<file path="src/rtl/mask_tt_pkg.sv">
package mask_tt_pkg;
  localparam int CODE_W = 4;

  typedef enum logic [CODE_W-1:0] {
    OP_CLEAR = 4'd0,
    OP_SET   = 4'd1,
    OP_CPY_A = 4'd2,
    OP_CPY_B = 4'd3,
    OP_NOT_A = 4'd4,
    OP_NOT_B = 4'd5,
    OP_ANDN  = 4'd6,
    OP_ORN   = 4'd7,
    OP_XORN  = 4'd8,
    OP_AND   = 4'd9,
    OP_OR    = 4'd10,
    OP_XOR   = 4'd11
  } named_op_e;

  // truth-table codes, indexed by {a_bit, b_bit}
  localparam logic [CODE_W-1:0] TT_ZERO  = 4'h0;
  localparam logic [CODE_W-1:0] TT_ONES  = 4'hF;
  localparam logic [CODE_W-1:0] TT_A     = 4'hC;
  localparam logic [CODE_W-1:0] TT_B     = 4'hA;
  localparam logic [CODE_W-1:0] TT_NA    = 4'h3;
  localparam logic [CODE_W-1:0] TT_NB    = 4'h5;
  localparam logic [CODE_W-1:0] TT_ANDN  = 4'h4;
  localparam logic [CODE_W-1:0] TT_ORN   = 4'hD;
  localparam logic [CODE_W-1:0] TT_XORN  = 4'h9;
  localparam logic [CODE_W-1:0] TT_AND   = 4'h8;
  localparam logic [CODE_W-1:0] TT_OR    = 4'hE;
  localparam logic [CODE_W-1:0] TT_XOR   = 4'h6;
endpackage

</file>
<file path="src/rtl/mask_tt_code_map.sv">
module mask_tt_code_map
  import mask_tt_pkg::*;
(
  input  logic              named,
  input  logic [CODE_W-1:0] code,
  output logic [CODE_W-1:0] table_code
);
  logic [CODE_W-1:0] mapped;

  always_comb begin
    case (code)
      OP_CLEAR: mapped = TT_ZERO;
      OP_SET:   mapped = TT_ONES;
      OP_CPY_A: mapped = TT_A;
      OP_CPY_B: mapped = TT_B;
      OP_NOT_A: mapped = TT_NA;
      OP_NOT_B: mapped = TT_NB;
      OP_ANDN:  mapped = TT_ANDN;
      OP_ORN:   mapped = TT_ORN;
      OP_XORN:  mapped = TT_XORN;
      OP_AND:   mapped = TT_AND;
      OP_OR:    mapped = TT_OR;
      OP_XOR:   mapped = TT_XOR;
      default:  mapped = TT_ZERO;
    endcase
  end

  assign table_code = named ? mapped : code;
endmodule

</file>
<file path="src/rtl/mask_tt_lanes.sv">
module mask_tt_lanes
  import mask_tt_pkg::*;
#(
  parameter int W = 64
) (
  input  logic [CODE_W-1:0] table_code,
  input  logic [W-1:0]      src_a,
  input  logic [W-1:0]      src_b,
  output logic [W-1:0]      result
);
  for (genvar i = 0; i < W; i++) begin : g_lane
    logic [1:0] sel;
    assign sel       = {src_a[i], src_b[i]};
    assign result[i] = table_code[sel];
  end
endmodule

</file>
<file path="src/rtl/mask_tt_out_stage.sv">
module mask_tt_out_stage #(
  parameter int W = 64
) (
  input  logic         clk,
  input  logic         rst,
  input  logic         load,
  input  logic [W-1:0] next_result,
  input  logic         drain,
  output logic         full,
  output logic [W-1:0] result
);
  always_ff @(posedge clk) begin
    if (rst) begin
      full   <= 1'b0;
      result <= '0;
    end else if (load) begin
      full   <= 1'b1;
      result <= next_result;
    end else if (drain) begin
      full   <= 1'b0;
    end
  end
endmodule

</file>
<file path="src/rtl/mask_tt_unit.sv">
module mask_tt_unit
  import mask_tt_pkg::*;
#(
  parameter int W = 64
) (
  input  logic              clk,
  input  logic              rst,
  input  logic              in_valid,
  output logic              in_ready,
  input  logic              in_named,
  input  logic [CODE_W-1:0] in_code,
  input  logic [W-1:0]      in_src1,
  input  logic [W-1:0]      in_src2,
  output logic              out_valid,
  input  logic              out_ready,
  output logic [W-1:0]      out_result
);
  logic [CODE_W-1:0] table_code;
  logic [W-1:0]      lane_result;
  logic              accept;
  logic              drain;

  assign drain    = out_valid && out_ready;
  assign in_ready = !out_valid || out_ready;
  assign accept   = in_valid && in_ready;

  mask_tt_code_map u_map (
    .named      (in_named),
    .code       (in_code),
    .table_code (table_code)
  );

  mask_tt_lanes #(.W(W)) u_lanes (
    .table_code (table_code),
    .src_a      (in_src1),
    .src_b      (in_src2),
    .result     (lane_result)
  );

  mask_tt_out_stage #(.W(W)) u_out (
    .clk         (clk),
    .rst         (rst),
    .load        (accept),
    .next_result (lane_result),
    .drain       (drain),
    .full        (out_valid),
    .result      (out_result)
  );
endmodule

</file>
<file path="config.mk">
export PLATFORM = sky130hd
export DESIGN_NAME = mask_tt_unit
export DESIGN_NICKNAME = d
export VERILOG_FILES = /design/src/rtl/mask_tt_pkg.sv /design/src/rtl/mask_tt_code_map.sv /design/src/rtl/mask_tt_lanes.sv /design/src/rtl/mask_tt_out_stage.sv /design/src/rtl/mask_tt_unit.sv
export SDC_FILE = /design/constraint.sdc
export NUM_CORES = 1
export LEC_CHECK = 0
export BUFFER_PORTS_ARGS = -buffer_cell sky130_fd_sc_hd__buf_4
export CAP_MARGIN = 20
export CORE_ASPECT_RATIO = 1.5
export CORE_UTILIZATION = 49
export CTS_CLUSTER_DIAMETER = 150
export CTS_CLUSTER_SIZE = 30
export DETAILED_ROUTE_END_ITERATION = 12
export PLACE_DENSITY = 0.82
export RECOVER_POWER = 25
export SYNTH_ARGS = -nofsm -noshare
export SYNTH_HDL_FRONTEND = slang
export SYNTH_SLANG_ARGS = --single-unit
</file>
<file path="constraint.sdc">
create_clock -name clk -period 2.6 [get_ports clk]
set_input_delay 0.13 -clock clk [delete_from_list [all_inputs] [get_ports clk]]
set_output_delay 0.13 -clock clk [all_outputs]
set_load 0.01 [all_outputs]
</file>
==> key figures, run 1 <==
Status
  – Outcome: completed

Placement
  – Placer's final routability congestion estimate: 0.827
  – Post-DP HPWL: 10200 um
  – Post-Place Cell Area: 6210 um^2
  – Quantity of I/O buffers inserted on ports: 202

STA
  – Tmin final: 2.01 ns
  – Worst Tran Pin Value: 0.795 ns
  – Worst slew margin relative to its limit: 0.470
  – Final-report hold violation count: 0
  – Max Transition Viols Final: 0
  – Setup TNS: 0 ns
  – F_max: 498 MHz
  – Final clock skew: 0.00657 ns
  – RSZ-0062 raised after global routing: false
  – Final number of setup-violating endpoints: 0
  – Final worst-path cycle share: 0.773

CTS
  – TritonCTS buffer count: 9
  – Hold-fix buffer count after cts: 0
  – Clk sinks: 65
  – CTS H-tree depth: 3
  – Clock Path Buffers: 2
  – Clock network latency to the later pin of the worst-skew pair: 0.33 ns
  – # Post-CTS Setup Buffers: 0
  – Cell at the root of the clock tree: clkbuf_16
  – Clock-pin slew on the worst setup and hold paths: 0.06 ns
  – Total of cells resized after clock tree synthesis: 0
  – CTS tree: yes

Routing
  – Antenna violation net count after detailed routing: 0
  – Vias/cell: 6.02
  – Remaining DRCs: 0
  – Pre-Repair DR Iteration Count: 5
  – Average wire per standard cell: 17.1 um
  – Routed via count: 5324
  – Total detailed-routing wirelength: 15200 um
  – Number of DRC violations after detailed-routing iteration 0: 318

Yosys
  – Most common cell in the netlist: nor3_1
  – Number of synthesized flops with an enable pin: 0
  – Synth Flop Type: dfxtp_1
  – Post-Synthesis Net Count: 736
  – Leading cell types by total area after synthesis: dfxtp_1 (28%), mux2i_1 (14%), nor3_1 (14%), o211a_1 (14%), nand3b_1 (10%)
  – Xor/xnor cell area share of the yosys netlist: 0
  – Post-synth top cells: nor3_1 (128), nand2_1 (66), dfxtp_1 (65), nand3b_1 (65)
  – Simple logic cell fraction of the synthesized area: 0.358
  – Yosys reg bits: 65
  – Average footprint of a synthesized cell: 7.92 um^2
  – Gate count of the mapped netlist: 594
  – Proportion of synthesized area in mux cells: 0.136
  – Ys async rst share: 0
  – Arithmetic-cell share of the synthesized area counting full adders, half adders and majority gates: 0.0133
  – Distinct cell type count of the synthesized netlist: 28
  – Synth Cell Area: 4710 um^2
  – Top cell type by total area after synthesis: dfxtp_1
  – Main combinational cell family by area after synthesis: simple AND/OR/NAND/NOR gates
  – Sequential fraction of the synthesis area: 0.277
  – Complex-gate fraction of the synthesized area: 0.159
  – Post-synth top area share: 0.277
  – Count of synthesis-stage warnings from yosys: 0

Global routing
  – Global route total overflow: 0
  – Largest net degree at the start of global routing: 66
  – Number of global-route vias before repair: 5272
  – Wire length of the first global-routing pass: 23100 um
  – Number of antenna violations at the first check in global routing: 0
  – Overall routing resource usage: 0.298

Power
  – P_leak: 0.00317 uW
  – Maximum VDD drop: 424 uV
  – Power Density: 524 nW/um^2

Floorplan
  – Total Die Area: 10000 um^2
  – Top-Level Pins: 203
  – Die H: 122 um
  – Standard-cell row count: 43
  – Initial core utilization: 0.506
  – Die Wd: 82.0 um
  – Area of the core region: 9310 um^2

Worst hold path
  – Worst hold path class: in -> reg

Worst setup path
  – Crit path max fanout: 54
  – Arrival time reported for the critical path endpoint: 2.28 ns
  – Required time at the worst-slack endpoint: 2.87 ns
  – Crit path launch type: flip-flop
  – Worst Setup Path Type: reg -> reg
  – Endpoint type of the worst setup path: flip-flop

Finish
  – Fraction of final layout cells sized beyond drive strength 1: 0.260
  – ANT cells: 0
  – Fin area: 6400 um^2
  – Layout area overhead: 36.1%
  – Final net count: 910

Run
  – Reported max-cap violation count: 0
## per-layer routing
layer | up-vias | wire length (um) | GRT usage
met5 | - | 0 | 0
met4 | 0 | 665 | 0.177
met3 | 48 | 1010 | 0.0644
met2 | 251 | 7920 | 0.548
met1 | 2511 | 5560 | 0.294
li1 | 2514 | - | -
## power breakdown
part | total (uW) | internal, uW | switching [uW]
registers | 1150 | 1090 | 52.6
clock network | 1260 | 820 | 435
logic | 953 | 451 | 502
## cell families after synthesis
family          count (synthesis)
compound gates                 74
fa+ha+maj                       5
buf+inv                        53
flops                          65
mux                            64
simple gates                  333
## worst max-delay path, cell delays in order, from the launching register on
cell	delay [ns]
dfxtp_1	0.32
nand2b_1	0.11
nand2_2	0.30
buf_4	0.57
nor3_1	0.16
nor3_1	0.26
o211a_1	0.19
## registers in the layout, summed over array words and instances, names as in the netlist
name / flops
u_out.result: 64
u_out.full: 1
## path summary, 6_finish.rpt
kind | cells past startpoint | to | slack [ns] | start
worst max-delay path | 6 | u_out.result[21]$_SDFFE_PP0P_ | 0.59 | u_out.full$_SDFFE_PP0P_
worst min-delay path | 2 | u_out.result[38]$_SDFFE_PP0P_ | 0.06 | in_src2[38]
worst max register to register | 6 | u_out.result[21]$_SDFFE_PP0P_ | 0.59 | u_out.full$_SDFFE_PP0P_
worst min register to register | 2 | u_out.full$_SDFFE_PP0P_ | 0.57 | u_out.full$_SDFFE_PP0P_
## placed cells by master (no fill, tap or decap), types with 2 or more instances in the layout
cell type  count
clkbuf_8       3
mux2i_1       64
dfxtp_1       65
nor2b_1        2
inv_1          5
nand2_1       65
nand2b_1       3
buf_12         2
nor2_1        64
buf_4        178
ha_1           5
o21ai_0        4
clkbuf_16      9
clkbuf_1      33
o211a_1       64
nand3b_1      65
nor3_1       128
## area by class of cell
type | count | area, um^2
inverters | 5 | 18.8
multi-input cells | 476 | 3140
well taps | 112 | 140
fillers | 790 | 2900
clock inverters | 2 | 35.0
repair buffers | 211 | 1490
clock buffers | 14 | 274
flip-flops and latches | 65 | 1300
## through the flow
| step | setup WS, ns | hold WS [ns] | util | std cells | power, uW |
|---|---|---|---|---|---|
| after floorplan | 0.751 | 0.259 | - | 594 | 1680 |
| after global placement | 0.548 | 0.384 | 0.667 | 869 | 2110 |
| after detailed placement | 0.427 | 0.393 | 0.667 | 869 | 2150 |
| after CTS | 0.601 | 0.0497 | 0.701 | 885 | 3400 |
| after global routing | 0.485 | 0.0528 | 0.688 | 885 | 3500 |
| final | 0.590 | 0.0569 | 0.688 | 885 | 3350 |
No activity file was read; power rests on OpenSTA's default activity.
==> run 2: changes to the inputs <==
Settings changed: CORE_UTILIZATION 49 to 44, PLACE_DENSITY 0.82 to 0.78.
Clock period 2.6 ns to 1.7 ns, I/O delays scaled along.
==> key figures, run 2 (synthesis results as in run 1) <==
Worst setup path
  – Worst Setup Path Type: in -> reg
  – Slowest cell delay on critical path: 0.40 ns
  – R2R cell count: 6
  – Cell family with most CP delay: compound AO/OA/AOI/OAI gates
  – Arrival time reported for the critical path endpoint: 1.81 ns
  – Crit path max fanout: 16
  – Register-to-register setup slack: 0.13 ns
  – Required time at the worst-slack endpoint: 1.92 ns
  – End of the worst register-to-register path: u_out.result[20]$_SDFFE_PP0P_
  – Endpoint type of the worst setup path: flip-flop
  – Crit path launch type: input pin
  – Number of buffer and inverter instances along the worst setup path: 4
  – Critical Path Slowest Stage Cell: a2111oi_4
  – List of cells traversed by the critical path: buf_4, inv_1, ha_1, nand3b_1, a21oi_2, a2111oi_4, buf_6, buf_12, mux2i_1, o211a_1
  – Origin of the critical flop-to-flop path: u_out.full$_SDFFE_PP0P_

STA
  – Final-report hold violation count: 0
  – Final clock skew: 0.00416 ns
  – Setup TNS: 0 ns
  – Worst Tran Pin Value: 0.543 ns
  – RSZ-0062 raised after global routing: false
  – F_max: 628 MHz
  – Final Worst Setup Slack: 0.108 ns
  – Tmin final: 1.59 ns
  – Worst slew margin relative to its limit: 0.635
  – Max Transition Viols Final: 0
  – Final number of setup-violating endpoints: 0
  – Final worst-path cycle share: 0.937

Finish
  – Final net count: 920
  – Storage cell area: 1300 um^2
  – Top library cells by usage in the layout, fill and taps aside: buf_4 (180), nor3_1 (128), nand3b_1 (65), nand2_1 (65), dfxtp_1 (65)
  – Largest regs: u_out.result (64), u_out.full (1)
  – Fraction of the core area covered by cells at the end of the flow: 0.642
  – Fraction of final layout cells sized beyond drive strength 1: 0.271
  – Top reg by flops: u_out.result
  – Fin area: 6580 um^2
  – Total of fill cells in the finished design: 946
  – ANT cells: 0
  – Flip-flop count of the largest register, all copies and words added: 64
  – Most frequent standard cell in the layout excluding fill and tap cells: buf_4
  – Area used by multi-input combinational logic: 3160 um^2
  – Layout area overhead: 39.9%

Worst hold path
  – Worst min-delay path startpoint: in_src2[44]
  – Sink of the worst hold path: u_out.result[44]$_SDFFE_PP0P_
  – Hold Path Cell Cnt: 2
  – Worst hold path class: in -> reg

Routing
  – Average wire per standard cell: 16.6 um
  – Remaining DRCs: 0
  – Number of DRC violations after detailed-routing iteration 0: 252
  – Vias/cell: 5.69
  – Pre-Repair DR Iteration Count: 5
  – Routed via count: 5258
  – Antenna violation net count after detailed routing: 0
  – Total detailed-routing wirelength: 15300 um

Power
  – Maximum VDD drop: 623 uV
  – P_leak: 0.00324 uW
  – Seq pwr share: 0.352
  – Part of the power in combinational logic: 0.304
  – Internal Power: 3470 uW
  – Power Density: 758 nW/um^2
  – Part of the total power dissipated in the clock network: 0.344
  – Switching pwr: 1510 uW
  – Net Sw Frac: 0.303

Run
  – Reported max-cap violation count: 0

Placement
  – Post-DP HPWL: 10800 um
  – Post-Place Cell Area: 6410 um^2
  – Placement Setup Slack: -0.118 ns
  – Quantity of I/O buffers inserted on ports: 202
  – Placer's final routability congestion estimate: 0.753

Floorplan
  – Die H: 129 um
  – Area of the core region: 10200 um^2
  – Standard-cell row count: 45
  – Total Die Area: 11100 um^2
  – Top-Level Pins: 203
  – Initial core utilization: 0.459
  – Die Wd: 86.4 um

CTS
  – CTS H-tree depth: 3
  – TritonCTS buffer count: 9
  – Clock Path Buffers: 2
  – CTS tree: yes
  – Hold-fix buffer count after cts: 0
  – Cell at the root of the clock tree: clkbuf_16
  – # Post-CTS Setup Buffers: 0
  – Clock-pin slew on the worst setup and hold paths: 0.06 ns
  – Clock network latency to the later pin of the worst-skew pair: 0.33 ns
  – Clk sinks: 65

Global routing
  – Largest net degree at the start of global routing: 50
  – Number of antenna violations at the first check in global routing: 0
  – Global route total overflow: 0
  – Wire length of the first global-routing pass: 24900 um
  – Overall routing resource usage: 0.279
  – Number of global-route vias before repair: 5496

Status
  – Outcome: completed
[run 2: changes by cell type in the layout (fill, tap and decap cells not counted)]
cell       delta
buf_12        +6
buf_4         +2
buf_6         +1
buf_8         +1
bufinv_16     -1
clkbuf_8      -1
clkinv_2      +2
nand2_2       -1
nand2_4       +1
nand2b_1      -1
nand2b_4      +1
[run 2: timing repair]
action,CTS,global route
pin swaps,0,1
setup endpoints to repair,1,28
resized for setup,1,2
[run 2: power by group through the flow]
stage / registers (uW) / clock network, uW / logic (uW)
floorplan: 1840 / 0 / 726
global placement: 1780 / 0 / 1500
global route: 1770 / 1820 / 1660
finish: 1750 / 1720 / 1520
CTS: 1750 / 1750 / 1570
detailed placement: 1790 / 0 / 1560
[run 2: through the flow]
stage	hold WS, ns	instances	power [uW]
after floorplan	0.207	594	2570
after global routing	0.00789	924	5250
after detailed placement	0.346	908	3350
after CTS	0.00247	924	5080
final	0.0147	924	4990
after global placement	0.340	908	3280
[run 2: how the worst max path moves through the flow]
stage               cells after the start  slack [ns]                     from                             to
floorplan                               6       -0.01  u_out.full$_SDFFE_PP0P_  u_out.result[45]$_SDFFE_PP0P_
global placement                        9       -0.06               in_code[1]  u_out.result[19]$_SDFFE_PP0P_
detailed placement                      9       -0.12               in_code[1]  u_out.result[20]$_SDFFE_PP0P_
CTS                                     7        0.04  u_out.full$_SDFFE_PP0P_  u_out.result[12]$_SDFFE_PP0P_
global route                           10        0.04               in_code[1]  u_out.result[12]$_SDFFE_PP0P_
finish                                 10        0.11               in_code[1]  u_out.result[12]$_SDFFE_PP0P_
[run 2: per-layer routing]
metal	global-route usage	wire length (um)	share of wire	vias up
met5	0	0	0	-
met4	0.161	679	0.044	0
met3	0.0603	983	0.064	47
met2	0.500	7840	0.51	208
met1	0.298	5840	0.38	2480
li1	-	-	-	2523
[run 2: area by class of cell]
| cell class | instances | share of cell area |
|---|---|---|
| timing repair buffer | 221 | 0.251 |
| clock inverter | 3 | 0.00228 |
| inverter | 5 | 0.00285 |
| multi-input combinational | 476 | 0.479 |
| clock buffer | 13 | 0.0395 |
| tap | 141 | 0.0268 |
| sequential | 65 | 0.198 |
==> run 3: changes to the inputs <==
Settings changed: CORE_UTILIZATION 44 to 39, PLACE_DENSITY 0.78 to 0.7.
==> key figures, run 3 (synthesis results as in run 1) <==
STA
  – F_max: 631 MHz
  – Final clock skew: 0.00609 ns
  – Final number of setup-violating endpoints: 0
  – Tmin final: 1.58 ns
  – Max Transition Viols Final: 0
  – Worst Tran Pin Value: 0.457 ns
  – Final Worst Setup Slack: 0.115 ns
  – RSZ-0062 raised after global routing: false
  – Final worst-path cycle share: 0.932
  – Worst slew margin relative to its limit: 0.692
  – Final-report hold violation count: 0

CTS
  – Clock-pin slew on the worst setup and hold paths: 0.06 ns
  – Clock Path Buffers: 2
  – TritonCTS buffer count: 9
  – CTS tree: yes
  – Cell at the root of the clock tree: clkbuf_16
  – # Post-CTS Setup Buffers: 0
  – CTS H-tree depth: 3
  – Clk sinks: 65
  – Clock network latency to the later pin of the worst-skew pair: 0.34 ns

Finish
  – Most frequent standard cell in the layout excluding fill and tap cells: buf_4
  – Largest regs: u_out.result (64), u_out.full (1)
  – Top library cells by usage in the layout, fill and taps aside: buf_4 (178), nor3_1 (128), nand3b_1 (65), nand2_1 (65), dfxtp_1 (65)
  – Fraction of final layout cells sized beyond drive strength 1: 0.270
  – Flip-flop count of the largest register, all copies and words added: 64
  – Non-filler instance count after layout: 946
  – Top reg by flops: u_out.result
  – ANT cells: 0
  – Layout area overhead: 44.2%
  – Final net count: 933
  – Total of fill cells in the finished design: 1085
  – Fin area: 6780 um^2

Worst setup path
  – Worst Setup Path Type: in -> reg
  – Register-to-register setup slack: 0.15 ns
  – Critical Path Slowest Stage Cell: a2111oi_4
  – End of the worst register-to-register path: u_out.result[3]$_SDFFE_PP0P_
  – List of cells traversed by the critical path: buf_4, inv_1, ha_1, nand3b_1, a21oi_2, a2111oi_4, buf_4, buf_4, mux2i_1, o211a_1
  – Required time at the worst-slack endpoint: 1.92 ns
  – Crit path launch type: input pin
  – R2R cell count: 6
  – Origin of the critical flop-to-flop path: u_out.full$_SDFFE_PP0P_
  – Number of buffer and inverter instances along the worst setup path: 4
  – Slowest cell delay on critical path: 0.37 ns
  – Arrival time reported for the critical path endpoint: 1.81 ns
  – Cell with the most instances on the worst path: buf_4
  – Crit path max fanout: 11
  – Endpoint type of the worst setup path: flip-flop
  – Cell family with most CP delay: compound AO/OA/AOI/OAI gates

Run
  – Reported max-cap violation count: 0

Floorplan
  – Die Wd: 91.7 um
  – Area of the core region: 11700 um^2
  – Top-Level Pins: 203
  – Initial core utilization: 0.404
  – Die H: 137 um
  – Standard-cell row count: 48
  – Total Die Area: 12500 um^2

Placement
  – Post-Place Cell Area: 6480 um^2
  – Quantity of I/O buffers inserted on ports: 202
  – Placer's final routability congestion estimate: 0.765
  – Placed insts: 918
  – Placement Setup Slack: -0.161 ns
  – Post-DP HPWL: 11100 um

Global routing
  – Global route total overflow: 0
  – Number of antenna violations at the first check in global routing: 0
  – Number of global-route vias before repair: 5625
  – Overall routing resource usage: 0.257
  – Wire length of the first global-routing pass: 25800 um
  – Largest net degree at the start of global routing: 66

Power
  – Power Density: 768 nW/um^2
  – Maximum VDD drop: 458 uV
  – P_leak: 0.00331 uW

Status
  – Outcome: completed

Worst hold path
  – Worst hold path class: in -> reg
  – Hold Path Cell Cnt: 2
  – Sink of the worst hold path: u_out.result[1]$_SDFFE_PP0P_
  – Worst min-delay path startpoint: in_src2[1]

Routing
  – Total detailed-routing wirelength: 16100 um
  – Average wire per standard cell: 17.1 um
  – Routed via count: 5340
  – Antenna violation net count after detailed routing: 0
  – Number of DRC violations after detailed-routing iteration 0: 210
  – Pre-Repair DR Iteration Count: 7
  – Remaining DRCs: 0
  – Vias/cell: 5.64
[run 3: changes by cell type in the layout (fill, tap and decap cells not counted)]
cell and change:
dlygate4sd3_1 +12, clkbuf_8 -2, buf_12 +4, buf_8 -1
clkbuf_1 -2, clkinv_4 +1, buf_4 -2, clkinv_2 -1
bufinv_16 +1, clkinvlp_4 +3
[run 3: what timing repair did]
action                     in CTS  in global routing
pin swaps                       0                  1
hold endpoints to repair       12                  0
resized for setup               1                  0
setup endpoints to repair      12                 47
hold buffers                   12                  0
[run 3: power breakdown]
group	internal (uW)	switching, uW	total, uW
logic	779	797	1580
clock network	1130	750	1880
registers	1670	80.3	1750
total	3580	1630	5210
[run 3: worst max-delay path by stage]
stage | startpoint | end | cells after the start
after floorplan | u_out.full$_SDFFE_PP0P_ | u_out.result[45]$_SDFFE_PP0P_ | 6
after global placement | in_code[0] | u_out.result[17]$_SDFFE_PP0P_ | 9
after detailed placement | in_code[1] | u_out.result[55]$_SDFFE_PP0P_ | 9
after CTS | u_out.full$_SDFFE_PP0P_ | u_out.result[42]$_SDFFE_PP0P_ | 7
after global routing | in_code[1] | u_out.result[32]$_SDFFE_PP0P_ | 10
final | in_code[0] | u_out.result[42]$_SDFFE_PP0P_ | 10
[run 3: layer usage]
metal	track usage	routed length, um	up-vias
li1	-	-	2551
met1	0.272	6040	2549
met2	0.467	8460	193
met3	0.0444	875	47
met4	0.167	753	0
met5	0	0	-
[run 3: final cells by class]
type                    count  area [um^2]  share of cell area
clock buffers               9          225              0.0332
clock inverters             7         71.3              0.0105
inverters                   5         18.8             0.00277
multi-input cells         476         3160               0.465
flip-flops and latches     65         1300               0.192
well taps                 150          188              0.0277
repair buffers            234         1820               0.269
[run 3: through the flow]
stage	utilization	setup TNS (ns)	hold slack, ns	total power [uW]
CTS	0.592	0	0.000256	5300
global route	0.582	0	0.00217	5460
detailed placement	0.556	-4.50	0.347	3380
floorplan	-	-0.724	0.207	2570
global placement	0.556	-1.90	0.341	3330
finish	0.582	0	0.00767	5210
